[src/rtl/regsb_pkg.sv]
package regsb_pkg;
  typedef enum logic [1:0] {
    ST_RUN       = 2'd0,
    ST_SLEEP_PWR = 2'd1,
    ST_STANDBY   = 2'd2,
    ST_WAKE      = 2'd3
  } regsb_state_e;

  localparam logic [1:0] WSEL_FAST = 2'b01;
endpackage

[src/rtl/regsb_delay_sel.sv]
module regsb_delay_sel #(
  parameter int LEGACY_US = 190,
  parameter int FAST_US   = 10,
  parameter int CNT_W     = 8
) (
  input  logic [1:0]       sel_i,
  output logic [CNT_W-1:0] dly_o
);
  import regsb_pkg::*;

  // reserved codes fall back to legacy
  always_comb begin
    if (sel_i == WSEL_FAST) dly_o = CNT_W'(FAST_US);
    else                    dly_o = CNT_W'(LEGACY_US);
  end
endmodule

[src/rtl/regsb_wake_cnt.sv]
module regsb_wake_cnt #(
  parameter int CNT_W = 8
) (
  input  logic             clk_i,
  input  logic             rst_ni,
  input  logic             load_i,
  input  logic [CNT_W-1:0] load_val_i,
  input  logic             en_i,
  input  logic             tick_i,
  output logic             done_o
);
  logic [CNT_W-1:0] cnt_q;

  always_ff @(posedge clk_i or negedge rst_ni) begin
    if (!rst_ni)                            cnt_q <= '0;
    else if (load_i)                        cnt_q <= load_val_i;
    else if (en_i && tick_i && cnt_q != '0) cnt_q <= cnt_q - 1'b1;
  end

  assign done_o = en_i && tick_i && (cnt_q == CNT_W'(1));
endmodule

[src/rtl/reg_standby_seq.sv]
module reg_standby_seq #(
  parameter int LEGACY_US = 190,
  parameter int FAST_US   = 10
) (
  input  logic       clk_i,
  input  logic       rst_ni,
  input  logic       sleep_i,
  input  logic       wake_i,
  input  logic       keep_flash_i,
  input  logic [1:0] wake_sel_i,
  input  logic       us_tick_i,
  output logic       flash_pwr_o,
  output logic       standby_o,
  output logic       core_ready_o
);
  import regsb_pkg::*;

  localparam int MAX_US = (LEGACY_US > FAST_US) ? LEGACY_US : FAST_US;
  localparam int CNT_W  = $clog2(MAX_US + 1);

  regsb_state_e     st_q, st_d;
  logic [CNT_W-1:0] dly;
  logic             cnt_load, cnt_done;

  regsb_delay_sel #(
    .LEGACY_US(LEGACY_US),
    .FAST_US  (FAST_US),
    .CNT_W    (CNT_W)
  ) u_dsel (
    .sel_i(wake_sel_i),
    .dly_o(dly)
  );

  assign cnt_load = (st_q == ST_STANDBY) && wake_i;

  regsb_wake_cnt #(.CNT_W(CNT_W)) u_cnt (
    .clk_i     (clk_i),
    .rst_ni    (rst_ni),
    .load_i    (cnt_load),
    .load_val_i(dly),
    .en_i      (st_q == ST_WAKE),
    .tick_i    (us_tick_i),
    .done_o    (cnt_done)
  );

  always_comb begin
    st_d = st_q;
    unique case (st_q)
      ST_RUN:       if (sleep_i) st_d = keep_flash_i ? ST_SLEEP_PWR : ST_STANDBY;
      ST_SLEEP_PWR: if (wake_i)  st_d = ST_RUN;
      ST_STANDBY:   if (wake_i)  st_d = ST_WAKE;
      ST_WAKE: begin
        // abort wins over completion
        if (sleep_i)       st_d = ST_STANDBY;
        else if (cnt_done) st_d = ST_RUN;
      end
      default:             st_d = ST_RUN;
    endcase
  end

  always_ff @(posedge clk_i or negedge rst_ni) begin
    if (!rst_ni) begin
      st_q         <= ST_RUN;
      flash_pwr_o  <= 1'b1;
      standby_o    <= 1'b0;
      core_ready_o <= 1'b1;
    end else begin
      st_q         <= st_d;
      flash_pwr_o  <= (st_d != ST_STANDBY);
      standby_o    <= (st_d == ST_STANDBY);
      core_ready_o <= (st_d == ST_RUN);
    end
  end
endmodule

[config.mk]
export PLATFORM = sky130hd
export DESIGN_NAME = reg_standby_seq
export DESIGN_NICKNAME = d
export VERILOG_FILES = /design/src/rtl/regsb_pkg.sv /design/src/rtl/regsb_delay_sel.sv /design/src/rtl/regsb_wake_cnt.sv /design/src/rtl/reg_standby_seq.sv
export SDC_FILE = /design/constraint.sdc
export NUM_CORES = 1
export LEC_CHECK = 0
export CORE_MARGIN = 2
export CORE_UTILIZATION = 60
export DETAILED_ROUTE_END_ITERATION = 8
export DONT_BUFFER_PORTS = 1
export PLACE_DENSITY = 0.76
export SYNTH_ARGS = -nofsm -noshare
export SYNTH_HDL_FRONTEND = slang
export SYNTH_SLANG_ARGS = --single-unit
[constraint.sdc]
create_clock -name clk_i -period 3.4 [get_ports clk_i]
set_input_delay 0.85 -clock clk_i [delete_from_list [all_inputs] [get_ports clk_i]]
set_output_delay 0.85 -clock clk_i [all_outputs]
set_load 0.005 [all_outputs]
==> impl_results.md <==
* Total grt overflow at 0
* Clock latency on the worst-skew pair at 290 ps
* Setup crit start kind: flip-flop
* Top FF cell, synth: sky130_fd_sc_hd__dfrtp_1
* Reg2reg setup slack at 1650 ps
* Number of DRC markers in iteration 0 at 27
* Share of power burned in registers at 0.505
* Post-CTS clock slew at the launch and capture registers of the worst setup and hold paths at 80 ps
* Tightest slew margin relative to the limit at 0.5630
* Number of buffers added to fix hold violations after cts at 0
* Area share of the leading cell type in the synthesized netlist at 0.3448
* I/O Pins at 11
* Internal Pwr Total at 0.3414 mW
* Largest family of logic cells by synthesized area: simple AND/OR/NAND/NOR gates
* Slew of the pin with the lowest slew margin at 649.5 ps
* Starting density of the core at 0.6292
* Avg Cell Area, Syn at 10.23 um2
* Leakage power total at 0.3547 nW
* Total inserted antenna cells at 0
* Number of instances in the synthesized netlist at 78
* Worst supply voltage drop on vdd at 0.0003311 V
* Count of buffers added by post-CTS timing repair for setup at 0
* Achievable frequency at 572.1 MHz
* Period minus WS final at 1748 ps
* Critical-path maximum fanout at 6
* Clk buf depth at 2
* Mapped Nets at 89
* Area growth from synthesis to layout at 4.545%
* Adder-cell area share of the yosys netlist at 0.04702
* Share of the synthesized area in compound gates (AO/OA/AOI/OAI) at 0.1944
* Status: finished clean
* RSZ-0062 raised after global routing: no
* Mapped cell area at 798.3 um2
* Routed length per placed instance at 16.92 um
* Die span in x at 40.48 um
* Number of standard-cell rows in the floorplan at 13
* Routed Antenna Nets at 0
* Power per unit of standard cell area at 680.7 mW/mm2
* Most common library cells after synthesis: sky130_fd_sc_hd__dfrtp_1, sky130_fd_sc_hd__a21oi_1, sky130_fd_sc_hd__inv_1, sky130_fd_sc_hd__nor2_1, sky130_fd_sc_hd__nand2_1
* Sum of routed wire length over all layers at 1.607 mm
* Count of endpoints failing setup in the final report at 0
* Global routing usage summed across all routing layers at 0.2333
* Core Region at 0.001269 mm2
* Die area at 0.001638 mm2
* Yosys cell types at 43
* Number of vias per cell at 6.800
* Share of synthesized area spent on multiplexers at 0.03762
* Combinational cell fraction of total power at 0.318
* Endpoint type of the worst setup path: flip-flop
* Proportion of layout cells with a drive suffix above 1 at 0.1500
* Layout Skew at 3.675 ps
* Data arrival time at the worst-slack endpoint at 1880 ps
* Number of flip-flops and latches in the synthesized netlist at 13
* Total number of vias at 646
* Largest net degree at the start of global routing at 15
* Portion of the clock cycle consumed by the worst path in the final layout at 0.5141
* Number of resized instances in the post-cts repair step at 0
* Post-Route Setup TNS at 0 ps
* Max-capacitance violation count at 0
* Worst hold path class: primary input to async pin
* Top cells by area in the synthesized netlist: sky130_fd_sc_hd__dfrtp_1, sky130_fd_sc_hd__dfstp_2, sky130_fd_sc_hd__ha_1
* Drc violations at 0
* Wire length of the first global-routing pass at 2.352 mm
* Net switching power of the design at 0.2267 mW
* Endpoint of the worst register-to-register path: u_cnt.cnt_q[3]
* Fin nets at 92
* Final slew viol count at 0
* Hpwl dp at 1.143 mm
* Number of filler instances in the final layout at 105
* Post-synthesis share of cell area spent on xor and xnor gates at 0
* Vias in the first global route at 503
* Clock tree from TritonCTS: built
* Portion of the post-synthesis area used by sequential elements at 0.4107
* Depth of the CTS H-tree at 1
* Type of the worst setup path: flip-flop to flip-flop
* Fraction of power consumed by the clock network at 0.177
* Buffer type at the clock tree root: sky130_fd_sc_hd__clkbuf_4
* Reg2Reg Depth at 5
* Worst path required time at 3540 ps
* Weighted congestion reported at the end of routability-driven placement at 0.7870
* Basic-gate share of the synthesized area counting and, or, nand and nor cells at 0.2759
* Total clock sinks at 13
* Number of clock buffers inserted by TritonCTS at 3
* Origin of the critical flop-to-flop path: u_cnt.cnt_q[0]
* Number of optimization iterations in the first detailed-route pass at 4
* Cell type contributing the most total cell area after synthesis: sky130_fd_sc_hd__dfrtp_1
* Vertical extent of the die at 40.48 um
* Initial antenna violation count at 0
* Count of input and output buffers at 0
* Sum of internal, switching and leakage power at 0.5681 mW
* Leading cell type by number of instances after synthesis: sky130_fd_sc_hd__dfrtp_1
* Async set-or-reset flop fraction in the synthesized netlist at 1.000
* Warnings from Yosys at 0
* Final hold viol count at 0
* Number of synthesized flops with an enable pin at 0
* Share of total power consumed by net switching at 0.3991
stage by stage:
stage | setup WS, ps | utilization | instance area, um2 | instances | hold slack (ps)
after floorplan | 1774 | - | 798.3 | 78 | 505.7
after global placement | 1581 | 0.6371 | 808.3 | 91 | 535.3
after detailed placement | 1576 | 0.6371 | 808.3 | 91 | 553.2
final | 1652 | 0.6578 | 834.6 | 95 | 246.4
after CTS | 1669 | 0.6578 | 834.6 | 95 | 251.4
after global routing | 1591 | 0.6578 | 834.6 | 95 | 242.5
power by group through the flow:
stage               clock network, mW  registers [mW]  logic (mW)
finish                          0.100           0.287       0.181
global route                    0.105           0.297       0.206
CTS                            0.0985           0.284       0.181
detailed placement                  0           0.285       0.179
global placement                    0           0.284       0.175
floorplan                           0           0.257       0.164
state kept, by name (all words and copies together) (netlist names):
signal        cells
u_cnt.cnt_q       8
st_q              2
core_ready_o      1
flash_pwr_o       1
standby_o         1
critical path, cell delays in order, from the launching register on:
cell	delay, ps
sky130_fd_sc_hd__dfrtp_1	440
sky130_fd_sc_hd__inv_1	110
sky130_fd_sc_hd__ha_1	190
sky130_fd_sc_hd__or4b_4	510
sky130_fd_sc_hd__o21ai_4	190
sky130_fd_sc_hd__o311ai_0	160
cells in the final DEF (no fill, tap or decap), types with 2 or more instances in the layout:
| cell | instances |
|---|---|
| sky130_fd_sc_hd__dfstp_2 | 2 |
| sky130_fd_sc_hd__nor4_1 | 2 |
| sky130_fd_sc_hd__mux2i_1 | 3 |
| sky130_fd_sc_hd__o21ai_0 | 2 |
| sky130_fd_sc_hd__ha_1 | 3 |
| sky130_fd_sc_hd__clkbuf_4 | 3 |
| sky130_fd_sc_hd__a31oi_1 | 2 |
| sky130_fd_sc_hd__nor2_1 | 5 |
| sky130_fd_sc_hd__a21oi_1 | 6 |
| sky130_fd_sc_hd__dfrtp_1 | 11 |
| sky130_fd_sc_hd__nand2_1 | 4 |
| sky130_fd_sc_hd__inv_1 | 5 |
| sky130_fd_sc_hd__nor2b_1 | 2 |
logic make-up after synthesis:
logic type,Yosys count
AOI/OAI and AO/OA,21
adders and majority gates,3
buffers and inverters,7
DFF,13
muxes,3
and+or+nand+nor,31
per-layer routing:
| layer | routed length (um) | vias up | global-route usage |
|---|---|---|---|
| met4 | 51 | 0 | 0.1750 |
| met1 | 760 | 311 | 0.3469 |
| met2 | 687 | 27 | 0.2937 |
| met5 | 0 | - | 0 |
| li1 | - | 303 | - |
| met3 | 108 | 5 | 0.03333 |
worst max path at each step:
stage / startpoint / end / slack, ps
2_1_floorplan: us_tick_i / u_cnt.cnt_q[4] / 1770
3_3_place_gp: wake_i / u_cnt.cnt_q[5] / 1580
3_5_place_dp: wake_i / u_cnt.cnt_q[5] / 1580
4_1_cts: u_cnt.cnt_q[0] / u_cnt.cnt_q[3] / 1670
5_1_grt: u_cnt.cnt_q[0] / u_cnt.cnt_q[1] / 1590
6_report: u_cnt.cnt_q[0] / u_cnt.cnt_q[3] / 1650
final cells by class:
class | instances | area [um2] | share of cell area
tap | 15 | 18.77 | 0.02249
inverter | 5 | 18.77 | 0.02249
multi-input combinational | 58 | 442.9 | 0.5307
clock buffer | 4 | 26.28 | 0.03148
sequential | 13 | 327.8 | 0.3928
No activity file was read; power rests on OpenSTA's default activity.
